`src/rtl/spi_mon_pkg.sv`:
```
package spi_mon_pkg;
  localparam int ADDR_W  = 24;
  localparam int WARN_W  = 3;
  localparam int W_UNK   = 0;
  localparam int W_ALIGN = 1;
  localparam int W_TRUNC = 2;

  localparam logic [7:0] OP_READ  = 8'h03;
  localparam logic [7:0] OP_FAST  = 8'h0B;
  localparam logic [7:0] OP_DUAL  = 8'hBB;
  localparam logic [7:0] OP_PROG  = 8'h02;
  localparam logic [7:0] OP_ERASE = 8'h20;
  localparam logic [7:0] OP_RDID  = 8'h9F;
  localparam logic [7:0] OP_STAT  = 8'h05;
  localparam logic [7:0] OP_WREN  = 8'h06;

  typedef enum logic [2:0] {
    K_NONE, K_ADDR_DATA, K_ADDR_DUMMY, K_DUAL, K_ERASE, K_RDID, K_STAT, K_WREN
  } kind_t;

  function automatic kind_t op_kind(logic [7:0] op);
    case (op)
      OP_READ, OP_PROG: op_kind = K_ADDR_DATA;
      OP_FAST:          op_kind = K_ADDR_DUMMY;
      OP_DUAL:          op_kind = K_DUAL;
      OP_ERASE:         op_kind = K_ERASE;
      OP_RDID:          op_kind = K_RDID;
      OP_STAT:          op_kind = K_STAT;
      OP_WREN:          op_kind = K_WREN;
      default:          op_kind = K_NONE;
    endcase
  endfunction

  // next-byte position that must be reached for the fixed phases to be complete
  function automatic logic [2:0] min_pos(kind_t k);
    case (k)
      K_ADDR_DATA, K_ERASE, K_RDID: min_pos = 3'd5;
      K_ADDR_DUMMY:                 min_pos = 3'd6;
      K_DUAL:                       min_pos = 3'd4;
      default:                      min_pos = 3'd0;
    endcase
  endfunction
endpackage

```
`src/rtl/spi_mon_dual.sv`:
```
module spi_mon_dual #(
  parameter int NIB = 4
) (
  input  logic [2*NIB-1:0] sio0_i,
  input  logic [2*NIB-1:0] sio1_i,
  output logic [2*NIB-1:0] hi_o,
  output logic [2*NIB-1:0] lo_o
);
  for (genvar i = 0; i < NIB; i++) begin : g_bit
    assign hi_o[2*i]   = sio0_i[NIB+i];
    assign hi_o[2*i+1] = sio1_i[NIB+i];
    assign lo_o[2*i]   = sio0_i[i];
    assign lo_o[2*i+1] = sio1_i[i];
  end
endmodule

```
`src/rtl/spi_mon_sat_add.sv`:
```
module spi_mon_sat_add #(
  parameter int W   = 16,
  parameter int INC = 2
) (
  input  logic [W-1:0]   a_i,
  input  logic [INC-1:0] inc_i,
  output logic [W-1:0]   y_o
);
  logic [W:0] sum;
  assign sum = {1'b0, a_i} + (W+1)'(inc_i);
  assign y_o = sum[W] ? {W{1'b1}} : sum[W-1:0];
endmodule

```
`src/rtl/spi_flash_mon.sv`:
```
module spi_flash_mon
  import spi_mon_pkg::*;
#(
  parameter int CNT_W      = 16,
  parameter int SECTOR_LG2 = 12
) (
  input  logic              clk_i,
  input  logic              rst_ni,
  input  logic              cs_chg_i,
  input  logic              byte_vld_i,
  input  logic [7:0]        mosi_i,
  input  logic [7:0]        miso_i,
  output logic              sum_vld_o,
  output logic [7:0]        sum_op_o,
  output logic [ADDR_W-1:0] sum_addr_o,
  output logic [CNT_W-1:0]  sum_cnt_o,
  output logic [WARN_W-1:0] sum_warn_o
);
  localparam int POS_W = 3;
  localparam logic [POS_W-1:0] POS_MAX = {POS_W{1'b1}};

  logic              active_q, active_d, halt_q, halt_d;
  kind_t             kind_q, kind_d, kind_new;
  logic [7:0]        op_q, op_d;
  logic [POS_W-1:0]  pos_q, pos_d;
  logic [ADDR_W-1:0] addr_q, addr_d, addr_sh;
  logic [CNT_W-1:0]  cnt_q, cnt_d, cnt_sum;
  logic [WARN_W-1:0] warn_q, warn_d;
  logic [1:0]        inc_c;
  logic [7:0]        dual_hi, dual_lo;
  logic              take;

  spi_mon_dual #(.NIB(4)) u_dual (
    .sio0_i(mosi_i), .sio1_i(miso_i), .hi_o(dual_hi), .lo_o(dual_lo)
  );

  spi_mon_sat_add #(.W(CNT_W), .INC(2)) u_sat (
    .a_i(cnt_q), .inc_i(inc_c), .y_o(cnt_sum)
  );

  assign kind_new = op_kind(mosi_i);
  assign addr_sh  = {addr_q[ADDR_W-9:0], mosi_i};
  assign take     = byte_vld_i && active_q && !halt_q;

  always_comb begin
    inc_c = 2'd0;
    if (take) begin
      case (kind_q)
        K_ADDR_DATA:  if (pos_q > 3'd4) inc_c = 2'd1;
        K_ADDR_DUMMY: if (pos_q > 3'd5) inc_c = 2'd1;
        K_DUAL:       if (pos_q > 3'd3) inc_c = 2'd2;
        K_RDID, K_STAT: inc_c = 2'd1;
        default: inc_c = 2'd0;
      endcase
    end
  end

  always_comb begin
    active_d = active_q;
    halt_d   = halt_q;
    kind_d   = kind_q;
    op_d     = op_q;
    pos_d    = pos_q;
    addr_d   = addr_q;
    cnt_d    = cnt_sum;
    warn_d   = warn_q;
    if (byte_vld_i && !active_q) begin
      active_d = 1'b1;
      op_d     = mosi_i;
      kind_d   = kind_new;
      pos_d    = 3'd2;
      addr_d   = '0;
      cnt_d    = '0;
      warn_d   = '0;
      halt_d   = (kind_new == K_NONE) || (kind_new == K_WREN);
      if (kind_new == K_NONE) warn_d[W_UNK] = 1'b1;
    end else if (take) begin
      if (pos_q != POS_MAX) pos_d = pos_q + 3'd1;
      case (kind_q)
        K_ADDR_DATA, K_ADDR_DUMMY: if (pos_q <= 3'd4) addr_d = addr_sh;
        K_DUAL: begin
          if (pos_q == 3'd2) addr_d = {addr_q[ADDR_W-17:0], dual_hi, dual_lo};
          else if (pos_q == 3'd3) addr_d = {addr_q[ADDR_W-9:0], dual_hi};
        end
        K_ERASE: begin
          addr_d = addr_sh;
          if (pos_q == 3'd4) begin
            halt_d = 1'b1;
            if (addr_sh[SECTOR_LG2-1:0] != '0) warn_d[W_ALIGN] = 1'b1;
          end
        end
        K_RDID: begin
          addr_d = {addr_q[ADDR_W-9:0], miso_i};
          if (pos_q == 3'd4) halt_d = 1'b1;
        end
        default: ;
      endcase
    end
  end

  always_ff @(posedge clk_i or negedge rst_ni) begin
    if (!rst_ni) begin
      active_q   <= 1'b0;
      halt_q     <= 1'b0;
      kind_q     <= K_NONE;
      op_q       <= '0;
      pos_q      <= '0;
      addr_q     <= '0;
      cnt_q      <= '0;
      warn_q     <= '0;
      sum_vld_o  <= 1'b0;
      sum_op_o   <= '0;
      sum_addr_o <= '0;
      sum_cnt_o  <= '0;
      sum_warn_o <= '0;
    end else if (cs_chg_i) begin
      active_q  <= 1'b0;
      halt_q    <= 1'b0;
      sum_vld_o <= active_q;
      if (active_q) begin
        sum_op_o   <= op_q;
        sum_addr_o <= addr_q;
        sum_cnt_o  <= cnt_q;
        sum_warn_o <= warn_q;
        if (pos_q < min_pos(kind_q)) sum_warn_o[W_TRUNC] <= 1'b1;
      end
    end else begin
      active_q  <= active_d;
      halt_q    <= halt_d;
      kind_q    <= kind_d;
      op_q      <= op_d;
      pos_q     <= pos_d;
      addr_q    <= addr_d;
      cnt_q     <= cnt_d;
      warn_q    <= warn_d;
      sum_vld_o <= 1'b0;
    end
  end
endmodule

```
`config.mk`:
```
export PLATFORM = sky130hd
export DESIGN_NAME = spi_flash_mon
export DESIGN_NICKNAME = d
export VERILOG_FILES = /design/src/rtl/spi_mon_pkg.sv /design/src/rtl/spi_mon_dual.sv /design/src/rtl/spi_mon_sat_add.sv /design/src/rtl/spi_flash_mon.sv
export SDC_FILE = /design/constraint.sdc
export NUM_CORES = 1
export LEC_CHECK = 0
export BUFFER_PORTS_ARGS = -buffer_cell sky130_fd_sc_hd__buf_2
export CAP_MARGIN = 15
export CORE_MARGIN = 8
export CORE_UTILIZATION = 35
export DETAILED_ROUTE_END_ITERATION = 10
export HOLD_SLACK_MARGIN = 0.12
export PLACE_DENSITY = 0.56
export SLEW_MARGIN = 20
export SYNTH_ARGS = -nofsm -noshare
export SYNTH_HDL_FRONTEND = slang
export SYNTH_SLANG_ARGS = --single-unit
```
`constraint.sdc`:
```
create_clock -name clk_i -period 2.7 [get_ports clk_i]
set_input_delay 0.27 -clock clk_i [delete_from_list [all_inputs] [get_ports clk_i]]
set_output_delay 0.27 -clock clk_i [all_outputs]
set_load 0.02 [all_outputs]
```
==> impl_metrics.env <==
export IMPL_p_per_area_nw_per_um2=724
export IMPL_cts_buffers=9
export IMPL_io_buffer_count=71
export IMPL_rsz0062_at_grt="yes"
export IMPL_vias=4016
export IMPL_gp_congestion=0.844
export IMPL_clk_transition_reported_paths_ns=0.07
export IMPL_cp_max_fo=5
export IMPL_finalCritPeriodShare_pct=102
export IMPL_synth_common_cells="dfrtp_1, mux2_2, nor2_1"
export IMPL_fin_worst_skew_ns=0.00642
export IMPL_clock_root_buffer="clkbuf_16"
export IMPL_overflow=0
export IMPL_drt_pass1_iter_count=4
export IMPL_yosysWarnings=0
export IMPL_grt_pass1_wl_microns=21500
export IMPL_dp_hpwl_microns=9020
export IMPL_cp_data_arrival_time_ns=2.99
export IMPL_num_io_pins=72
export IMPL_multiInputGateArea_sq_um=2490
export IMPL_syn_nets=500
export IMPL_grt_max_degree=111
export IMPL_fmax_mhz=363
export IMPL_synth_edf_count=0
export IMPL_yosysMostFrequentCell="dfrtp_1"
export IMPL_die_area_sq_um=19500
export IMPL_setup_ws_ns=-0.0531
export IMPL_drt_iter0_drc=268
export IMPL_drive_above_1_share_pct=39.2
export IMPL_cts_sinks=110
export IMPL_pre_cts_slack_ns=-0.163
export IMPL_drc=0
export IMPL_postRouteAntennaNets=0
export IMPL_grt_antenna_before_repair=0
export IMPL_postSynthCellCount=469
export IMPL_synth_area_sq_um=5340
export IMPL_synthTopCellsByArea="dfrtp_1, mux2_2, mux2i_1"
export IMPL_ys_types=56
export IMPL_htree_levels=3
export IMPL_routed_wl_microns=13000
export IMPL_synth_async_reset_ratio_pct=100
export IMPL_status="complete, but fails checks"
export IMPL_cts_tree="yes"
export IMPL_die_h_microns=140
export IMPL_ff_latch_area_sq_um=2750
export IMPL_die_w_microns=140
export IMPL_instances_no_fill=759
export IMPL_worst_endpoint_required_ns=2.94
export IMPL_violations="setup timing"
export IMPL_finalCriticalPeriod_ns=2.75
export IMPL_row_count=45
export IMPL_clk_latency_ns=0.35
export IMPL_vias_per_cell=5.29
export IMPL_ys_ff_latch=110
export IMPL_antenna_cells=0
export IMPL_fillers=1389
export IMPL_grt_usage_pct=13.5
export IMPL_vdd_drop_max_mv=0.360
export IMPL_ys_seq_area_share_pct=51.6
export IMPL_yosys_area_top_type="dfrtp_1"
export IMPL_hold_viol=0
export IMPL_syn_area_per_cell_sq_um=11.4
export IMPL_cellLeakagePower_uw=0.00310
export IMPL_drv_slew=0
export IMPL_critPathKind="reg2reg"
export IMPL_finalNetCount=597
export IMPL_syn2layout_area_growth_pct=23.5
export IMPL_grt_pass1_vias=4045
export IMPL_max_cap_violations=0
export IMPL_cp_start_kind="flop"
export IMPL_wl_per_cell_microns=17.2
export IMPL_holdCritPathClass="in2reg"
export IMPL_clock_path_buffers=2
export IMPL_hold_slack_ns=0.213
export IMPL_place_inst=735
export IMPL_synth_top_area_share_pct=51.6
export IMPL_synth_ff_type="dfrtp_1"
export IMPL_core_sq_um=15000
export IMPL_slew_headroom_pct=48.0
export IMPL_finalSetupViolCount=2
export IMPL_initial_core_util_pct=35.5
export IMPL_worst_slew_pin_slew_ns=0.780
export IMPL_cp_end_kind="flop"
## through the flow
stage | TNS (ns) | power, uW | utilization (%) | instance area (sq um)
after floorplan | -0.106 | 2970 | - | 5350
after global placement | -0.276 | 3400 | 40.7 | 6110
after detailed placement | -0.881 | 3450 | 40.7 | 6110
after CTS | -0.0920 | 4820 | 43.2 | 6490
after global routing | -1.32 | 5040 | 43.9 | 6600
final | -0.0740 | 4770 | 43.9 | 6600
## final cells by class
type	count	share of cell area (%)
Tap cell	188	3.57
Clock inverter	7	1.10
Inverter	15	0.854
Sequential cell	110	41.7
Multi-Input combinational cell	314	37.7
Clock buffer	9	3.41
Timing Repair Buffer	116	11.6
## worst max-delay path, cell delays in order (launching register included)
cell and delay, ns:
dfrtp_1 0.43, ha_2 0.20, ha_1 0.19, or4_4 0.55, fa_2 0.37, nand4b_1 0.21
nor4_2 0.16, buf_4 0.15, and3_4 0.19, nand3_2 0.06, o211a_1 0.13
## cell usage in the layout, fill, tap and decap left out, types with 4 or more instances in the layout
master and instances:
a31oi_1 4, nand2b_1 8, nor4_1 4, nand2_1 22, clkbuf_16 9, nor2_1 32, buf_4 36, buf_6 5
buf_2 70, nor3_1 11, dfrtp_1 110, and4_1 4, mux2i_1 22, inv_1 12, buf_12 4, o211ai_1 14
nand3b_1 5, o21ai_0 11, nand4_1 4, mux2_2 57, nand3_1 12, ha_1 7, nor3_2 4, o2bb2ai_1 17
a21oi_1 18
## power by group
group | total, uW | internal, uW | switching [uW] | leakage [uW]
Sequential | 2120 | 1930 | 193 | 0.00145
Clock | 1350 | 723 | 624 | 0.000142
Combinational | 1310 | 585 | 722 | 0.00151
Total | 4770 | 3240 | 1540 | 0.00310
## routing by layer
metal  routed length, microns  part of all wire, %  up-vias  GRT usage, %
li1                         -                    -     1895             -
met1                     6110                   47     2005          17.9
met2                     6000                   46       99          20.9
met3                      654                  5.0       17          3.39
met4                      250                  1.9        0          5.14
met5                        0                    0        -             0
## sequential cells by signal, indices dropped and copies added (netlist names), 2 cells and up
signal	cells
sum_op_o	8
sum_cnt_o	16
op_q	8
warn_q	2
sum_warn_o	3
cnt_q	16
addr_q	24
pos_q	3
sum_addr_o	24
kind_q	3
## logic make-up (layout without fill, tap and decap cells)
kind of cell / after synthesis / in the layout / share of synthesized area [%]
xor gates and xnor gates: 2 / 2 / 0.328
buffers and inverters: 45 / 147 / 4.05
muxes: 80 / 80 / 16.4
adders and majority gates: 11 / 11 / 2.72
and+or+nand+nor: 134 / 134 / 13.4
DFF: 110 / 110 / 51.6
AOI/OAI and AO/OA: 87 / 87 / 11.6
## worst paths after layout
path,end,slack (ns),startpoint,cells past startpoint
max,cnt_q[12],-0.05,pos_q[0],10
min reg2reg,warn_q[0],0.48,warn_q[0],1
min in group asynchronous,sum_addr_o[22],0.52,rst_ni,3
min,active_q,0.21,byte_vld_i,3
max in group asynchronous,sum_warn_o[2],1.70,rst_ni,3
max reg2reg,cnt_q[12],-0.05,pos_q[0],10
## timing repair
item                                   4_1_cts  5_1_grt
endpoints found under the hold margin      110        0
resized for setup                           12       21
pin swaps                                    3       15
hold buffers                                 1        0
setup buffers                                4        4
setup endpoints to repair                   13       16
(Power assumes the default switching activity.)
